--- src/rtl/sps_pkg.sv ---
`timescale 1ns/1ps
package sps_pkg;
    localparam int ADDR_W     = 32;
    localparam int PAGE_SHIFT = 12;
    localparam int MAX_BYTES  = 16;
    localparam int PERM_BITS  = 4;

    localparam int LEN_W        = $clog2(MAX_BYTES + 1);
    localparam int DATA_W       = 8 * MAX_BYTES;
    localparam int PAGE_BYTES   = 1 << PAGE_SHIFT;
    localparam int PERM_ENTRIES = 1 << PERM_BITS;
    localparam int OFF_W        = PAGE_SHIFT + 1;

    typedef enum logic [1:0] {
        ST_IDLE   = 2'd0,
        ST_FIRST  = 2'd1,
        ST_SECOND = 2'd2,
        ST_FAULT  = 2'd3
    } sps_state_e;

    typedef struct packed {
        logic [ADDR_W-1:0] addr;
        logic [LEN_W-1:0]  len;
        logic [DATA_W-1:0] data;
    } sub_op_t;

    function automatic logic [PERM_BITS-1:0] page_index(input logic [ADDR_W-1:0] a);
        return a[PAGE_SHIFT +: PERM_BITS];
    endfunction
endpackage

--- src/rtl/sps_split_calc.sv ---
`timescale 1ns/1ps
module sps_split_calc
    import sps_pkg::*;
(
    input  logic [ADDR_W-1:0] addr,
    input  logic [LEN_W-1:0]  len,
    input  logic [DATA_W-1:0] data,
    output sub_op_t           first_op,
    output sub_op_t           second_op,
    output logic              crosses
);
    localparam logic [OFF_W-1:0] PG = OFF_W'(PAGE_BYTES);

    logic [OFF_W-1:0]  offset;
    logic [OFF_W-1:0]  span_end;
    logic [OFF_W-1:0]  room;
    logic [LEN_W-1:0]  len_a;
    logic [LEN_W-1:0]  len_b;
    logic [LEN_W+2:0]  shift_bits;

    always_comb begin
        offset     = {1'b0, addr[PAGE_SHIFT-1:0]};
        span_end   = offset + OFF_W'(len);
        room       = PG - offset;
        crosses    = (span_end > PG);
        len_a      = crosses ? room[LEN_W-1:0] : len;
        len_b      = len - len_a;
        shift_bits = {len_a, 3'b000};

        first_op.addr  = addr;
        first_op.len   = len_a;
        first_op.data  = data;

        second_op.addr = addr + ADDR_W'(len_a);
        second_op.len  = len_b;
        second_op.data = data >> shift_bits;
    end
endmodule

--- src/rtl/sps_perm_table.sv ---
`timescale 1ns/1ps
module sps_perm_table
    import sps_pkg::*;
(
    input  logic                 clk,
    input  logic                 rst,
    input  logic                 wr_en,
    input  logic [PERM_BITS-1:0] wr_idx,
    input  logic                 wr_val,
    input  logic [PERM_BITS-1:0] rd_idx,
    output logic                 rd_writable
);
    logic [PERM_ENTRIES-1:0] allow;

    for (genvar g = 0; g < PERM_ENTRIES; g++) begin : g_entry
        always_ff @(posedge clk) begin
            if (rst) begin
                allow[g] <= 1'b1;
            end else if (wr_en && (wr_idx == PERM_BITS'(g))) begin
                allow[g] <= wr_val;
            end
        end
    end

    assign rd_writable = allow[rd_idx];
endmodule

--- src/rtl/sps_ctrl.sv ---
`timescale 1ns/1ps
module sps_ctrl
    import sps_pkg::*;
(
    input  logic              clk,
    input  logic              rst,
    input  logic              req_valid,
    input  logic [LEN_W-1:0]  req_len,
    input  sub_op_t           first_in,
    input  sub_op_t           second_in,
    input  logic              crosses_in,
    input  logic              page_ok,
    input  logic              mem_ready,
    input  logic              fault_ack,
    output logic              idle,
    output sub_op_t           cur_op,
    output logic              mem_valid,
    output logic              fault,
    output logic [ADDR_W-1:0] fault_addr
);
    sps_state_e        state_q, state_d;
    sub_op_t           first_q, second_q;
    logic              cross_q;
    logic [ADDR_W-1:0] fault_addr_q;
    logic              issuing;

    assign issuing   = (state_q == ST_FIRST) || (state_q == ST_SECOND);
    assign cur_op    = (state_q == ST_SECOND) ? second_q : first_q;
    assign mem_valid = issuing && page_ok;
    assign idle      = (state_q == ST_IDLE);
    assign fault     = (state_q == ST_FAULT);
    assign fault_addr = fault_addr_q;

    always_comb begin
        state_d = state_q;
        unique case (state_q)
            ST_IDLE: begin
                if (req_valid && (req_len != '0)) state_d = ST_FIRST;
            end
            ST_FIRST: begin
                if (!page_ok)       state_d = ST_FAULT;
                else if (mem_ready) state_d = cross_q ? ST_SECOND : ST_IDLE;
            end
            ST_SECOND: begin
                if (!page_ok)       state_d = ST_FAULT;
                else if (mem_ready) state_d = ST_IDLE;
            end
            ST_FAULT: begin
                if (fault_ack) state_d = ST_IDLE;
            end
            default: state_d = ST_IDLE;
        endcase
    end

    always_ff @(posedge clk) begin
        if (rst) begin
            state_q      <= ST_IDLE;
            first_q      <= '0;
            second_q     <= '0;
            cross_q      <= 1'b0;
            fault_addr_q <= '0;
        end else begin
            state_q <= state_d;
            if (state_q == ST_IDLE && req_valid && (req_len != '0)) begin
                first_q  <= first_in;
                second_q <= second_in;
                cross_q  <= crosses_in;
            end
            if (issuing && !page_ok) begin
                fault_addr_q <= cur_op.addr;
            end
        end
    end

    a_r7_fault_held: assert property (@(posedge clk) disable iff (rst)
        fault && !fault_ack |=> fault && $stable(fault_addr))
        else $error("R7 fault dropped or address moved before ack");

    a_r9_offer_held: assert property (@(posedge clk) disable iff (rst)
        mem_valid && !mem_ready |=> mem_valid && $stable(cur_op))
        else $error("R9 offered write changed while stalled");

    a_r10_ready_quiet: assert property (@(posedge clk) disable iff (rst)
        idle |-> !mem_valid && !fault)
        else $error("R10 idle while writing or faulting");
endmodule

--- src/rtl/store_page_splitter.sv ---
`timescale 1ns/1ps
module store_page_splitter
    import sps_pkg::*;
(
    input  logic                 clk,
    input  logic                 rst,
    input  logic                 req_valid,
    output logic                 req_ready,
    input  logic [ADDR_W-1:0]    req_addr,
    input  logic [LEN_W-1:0]     req_len,
    input  logic [DATA_W-1:0]    req_data,
    input  logic                 cfg_we,
    input  logic [PERM_BITS-1:0] cfg_page,
    input  logic                 cfg_writable,
    output logic                 mem_valid,
    input  logic                 mem_ready,
    output logic [ADDR_W-1:0]    mem_addr,
    output logic [LEN_W-1:0]     mem_len,
    output logic [DATA_W-1:0]    mem_data,
    output logic                 fault,
    output logic [ADDR_W-1:0]    fault_addr,
    output logic                 fault_is_write,
    input  logic                 fault_ack
);
    sub_op_t first_w, second_w, cur_w;
    logic    crosses_w;
    logic    page_ok_w;

    sps_split_calc u_split (
        .addr      (req_addr),
        .len       (req_len),
        .data      (req_data),
        .first_op  (first_w),
        .second_op (second_w),
        .crosses   (crosses_w)
    );

    sps_perm_table u_perm (
        .clk         (clk),
        .rst         (rst),
        .wr_en       (cfg_we),
        .wr_idx      (cfg_page),
        .wr_val      (cfg_writable),
        .rd_idx      (page_index(cur_w.addr)),
        .rd_writable (page_ok_w)
    );

    sps_ctrl u_ctrl (
        .clk        (clk),
        .rst        (rst),
        .req_valid  (req_valid),
        .req_len    (req_len),
        .first_in   (first_w),
        .second_in  (second_w),
        .crosses_in (crosses_w),
        .page_ok    (page_ok_w),
        .mem_ready  (mem_ready),
        .fault_ack  (fault_ack),
        .idle       (req_ready),
        .cur_op     (cur_w),
        .mem_valid  (mem_valid),
        .fault      (fault),
        .fault_addr (fault_addr)
    );

    assign mem_addr       = cur_w.addr;
    assign mem_len        = cur_w.len;
    assign mem_data       = cur_w.data;
    assign fault_is_write = fault;

    a_r3_within_page: assert property (@(posedge clk) disable iff (rst)
        mem_valid |-> (({1'b0, mem_addr[PAGE_SHIFT-1:0]} + OFF_W'(mem_len)) <= OFF_W'(PAGE_BYTES)))
        else $error("R3 write runs past a page end");

    a_r2_len_range: assert property (@(posedge clk) disable iff (rst)
        mem_valid |-> (mem_len != '0) && (mem_len <= LEN_W'(MAX_BYTES)))
        else $error("R2 write length out of range");

    a_r8_zero_len: assert property (@(posedge clk) disable iff (rst)
        req_ready && req_valid && (req_len == '0) |=> req_ready && !mem_valid && !fault)
        else $error("R8 zero-length store did work");
endmodule

--- config.mk ---
export PLATFORM = sky130hd
export DESIGN_NAME = store_page_splitter
export DESIGN_NICKNAME = d
export VERILOG_FILES = /design/src/rtl/sps_pkg.sv /design/src/rtl/sps_split_calc.sv /design/src/rtl/sps_perm_table.sv /design/src/rtl/sps_ctrl.sv /design/src/rtl/store_page_splitter.sv
export SDC_FILE = /design/constraint.sdc
export NUM_CORES = 1
export LEC_CHECK = 0
export BUFFER_PORTS_ARGS = -buffer_cell sky130_fd_sc_hd__clkbuf_2
export CELL_PAD_IN_SITES_DETAIL_PLACEMENT = 2
export CELL_PAD_IN_SITES_GLOBAL_PLACEMENT = 2
export CORE_MARGIN = 1
export CORE_UTILIZATION = 36
export DETAILED_ROUTE_END_ITERATION = 16
export PLACE_DENSITY_LB_ADDON = 0.1
export SETUP_SLACK_MARGIN = 0.4
export SLEW_MARGIN = 20
export SYNTH_ARGS = -nofsm -noshare
export SYNTH_HDL_FRONTEND = slang
export SYNTH_SLANG_ARGS = --single-unit
export TNS_END_PERCENT = 100
--- constraint.sdc ---
create_clock -name clk -period 16.36 [get_ports clk]
set_input_delay 3.272 -clock clk [delete_from_list [all_inputs] [get_ports clk]]
set_output_delay 3.272 -clock clk [all_outputs]
set_load 0.05 [all_outputs]
==> summary.txt <==
Run status
  • Status: complete, no violations

Final layout
  • FF/Latch Area: between 7000 and 8000 um2
  • Commonest cells after routing, fill and taps aside: nand2_1 (543), dfxtp_1 (381), clkbuf_2 (375), a21oi_1 (258), mux2i_1 (235)
  • Fillcell total: 6549
  • Layout cell share with drive strength beyond 1: 0.244
  • Commonest non-fill, non-tap cell in the layout: nand2_1
  • Nets: 3010
  • Area delta synth->final: 17.9%
  • Multi-input logic area: 12700 um2

Logic synthesis
  • YS warnings: 0
  • Number of synthesized flops with an enable pin: 0
  • Syn Nets: around 2.8k
  • Synth unique cells: ~80
  • Area share of the largest cell type after synthesis: 0.359
  • Synth Flop Type: dfxtp_1
  • Syn Inst Count: 2566
  • FF+latch count, synth: about 380
  • Seq/Total Area, Yosys: 0.359
  • Synth area leaders: dfxtp_1 (36%), mux2i_1 (11%), nand2_1 (9.6%)
  • Cell area after synthesis: 21300 um2
  • Post-synth ARST share: 0
  • Avg Cell Area, Syn: ~8.3 um2
  • Post-synth top area cell: dfxtp_1

Setup path
  • Crit path kind: input pin to register
  • Worst Setup SP: req_addr[0]
  • CP Capture Type: register
  • Reg-to-reg startpoint: u_ctrl.state_q[0]
  • Crit-path max FO: 74
  • Reg2Reg Depth: 13
  • FF-to-FF End: u_ctrl.fault_addr[28]
  • Crit-path slowest cell: nor4_4
  • Startpoint Class: input pin
  • CP required: about 17 ns
  • Biggest cell delay along the critical path: between 0.8 and 0.9 ns
  • Reg2Reg Setup Slack: around 12 ns
  • Last element of the critical path: u_ctrl.second_q[155]
  • Worst Path Arrival: around 9.8 ns
  • Critical path, cell by cell: clkbuf_2 > ha_1 > fa_1 > xor2_1 > a2111oi_2 > o31ai_1 > or4_4 > nor4_4 > nor3_4 > inv_6 > fa_1 > a21o_1 > a21oi_1 > nor2b_1 > o2111a_1 > and3_1 > nand2_1 > nor2_1 > nand4_1 > xor2_1 > a211oi_1

Route
  • Drt first pass iters: 5
  • Top sig layer: met5
  • Avg WL per Cell: between 20 and 30 um
  • DRC viols: 0
  • Via count: 21.6k
  • Met3 WL: 7.46 mm
  • Met2 WL: between 40 and 50 mm
  • Via density: 5.98
  • Final WL: 104 mm
  • M1 WL: around 46 mm
  • Final antenna-violating net count: 0
  • Initial DRC count: approximately 1.8k

Global routing
  • First-pass GRT wire length: around 150 mm
  • Largest net degree at the start of global routing: approximately 100
  • Vias in the first global route: 22.4k
  • Total GRT Usage: 0.337
  • Initial antenna violation count: 8
  • Gr ovfl total: 0

Pwr
  • Leakage power total: between 10 and 15 nW
  • NetSw: ~0.95 mW
  • Total power: roughly 2.8 mW
  • Pint: approximately 1.8 mW
  • VDD IR-drop max: 77.5 uV
  • Sequential share of power: 0.370
  • Cell Pwr Density: 110 nW/um2
  • Switching share of power: 0.343
  • Comb pwr share: 0.232
  • Clk network pwr share: 0.398

Place
  • Routability cong.: between 0.9 and 1
  • DP Worst Slack: approximately 6.6 ns
  • Detailed Place HPWL: 77.0 mm
  • I/O Buffers: between 300 and 400

Worst hold path
  • Hold Crit Class: register to register

CTS
  • Cts repair resizes: 0
  • Num CTS Buffers: between 40 and 50
  • TritonCTS clock tree: done
  • Clk buf depth: 3
  • Root buf cell: clkbuf_16
  • Hold Buf Count CTS: 0
  • Clock latency on the worst-skew pair: 0.60 ns
  • Setup bufs post-CTS: 0
  • Reg clk slew, reported paths: 0.06 ns
  • Clk sink count: 381
  • H-tree levels: 2

STA
  • Final worst-path cycle share: 0.567
  • Post-route minimum period: 9.28 ns
  • Unrepaired setup endpoints after global routing: false
  • FMAX: between 100 and 150 MHz
  • Worst clock skew: 0.0228 ns
  • PnR worst setup slack: ~7 ns
  • Hold violation count in the final report: 0
  • Relative slew slack: 0.188
  • Setup total negative slack: 0 ns
  • # setup viols final: 0
  • Max-slew violations: 0
  • Worst Max-Slew Pin Slew: roughly 1.2 ns

Die
  • Core Rows: approximately 90
  • Core area: 58000 um2
  • Die area: around 60000 um2
  • Die width: between 200 and 250 um
  • Starting Density: 0.367
  • I/O pins: 377
  • Die Ht: approximately 250 um

Run
  • Total of max-cap violations: 0
## area by class of cell
type,count,share of cell area
multi-input combinational,1947,0.505
sequential,381,0.304
timing repair buffer,404,0.0838
clock buffer,67,0.0560
tap,765,0.0382
clock inverter,18,0.00833
inverter,30,0.00484
antenna,2,0.000200
## synth_stat cells, drive strengths merged, types with 9 or more instances
master     n
nand4     12
inv       29
o2111ai   11
a31oi     18
mux2i    238
buf       56
a211o     15
nand2    543
mux2     180
a211oi    38
dfxtp    381
a221oi    19
o211ai    24
a32oi     16
xor2      22
nor2     156
o21ai     47
and3       9
nor2b     15
a22oi     52
nor3      28
a222oi     9
nand2b     9
nand3     88
clkbuf   152
ha        19
a21oi    258
xnor2     16
## worst max-delay path, delay by kind of cell
kind,cells,cell delay [ns]
compound gates,6,1.29
fa+ha+maj,3,1.04
xor+xnor,2,0.36
buf+inv,2,0.78
simple gates,8,2.94
## per-layer routing
layer,global-route usage,vias up
met5,0,-
met4,0.105,4
met3,0.0565,155
met2,0.542,838
met1,0.457,11000
li1,-,9624
## how the worst min path moves through the flow
stage / start / to / slack [ns] / cells after the start
final: u_ctrl.second_q[80] / u_ctrl.second_q[80] / 0.45 / 2
after global routing: u_ctrl.second_q[81] / u_ctrl.second_q[81] / 0.47 / 2
after CTS: u_ctrl.second_q[80] / u_ctrl.second_q[80] / 0.45 / 2
after detailed placement: u_ctrl.second_q[80] / u_ctrl.second_q[80] / 0.44 / 2
after global placement: u_ctrl.second_q[83] / u_ctrl.second_q[83] / 0.43 / 2
after floorplan: u_ctrl.second_q[80] / u_ctrl.second_q[80] / 0.41 / 2
## stage by stage
stage	cells	util	area [um2]	hold slack [ns]
after floorplan	2566	-	21300	0.410
after global placement	3527	0.404	23500	0.435
after detailed placement	3527	0.404	23500	0.441
after CTS	3612	0.432	25100	0.450
after global routing	3613	0.432	25100	0.470
final	3614	0.432	25100	0.452
## state kept, by name (all words and copies together), names as in the netlist
| name | flops |
|---|---|
| u_ctrl.first_q | 165 |
| u_ctrl.second_q | 165 |
| u_ctrl.cross_q | 1 |
| u_ctrl.fault_addr | 32 |
| u_perm.allow | 16 |
| u_ctrl.state_q | 2 |
## power groups by stage
stage          combinational, mW  clock [mW]  sequential (mW)
3_3_place_gp               0.615           0             1.04
2_1_floorplan              0.412           0             1.03
3_5_place_dp               0.628           0             1.04
6_report                   0.640        1.10             1.02
5_1_grt                    0.671        1.16             1.03
4_1_cts                    0.632        1.12             1.02
## kinds of logic (layout without fill, tap and decap cells)
group                      count (synthesis)  count (layout)  synth area share
AOI/OAI and AO/OA                        575             575             0.175
xor gates and xnor gates                  38              38            0.0156
buffers and inverters                    238             519            0.0495
other                                      0               2                 0
and+or+nand+nor                          893             893             0.178
muxes                                    419             419             0.209
adders and majority gates                 22              22            0.0140
DFF                                      381             381             0.359
Note: power is estimated with default switching activity, not from simulation.
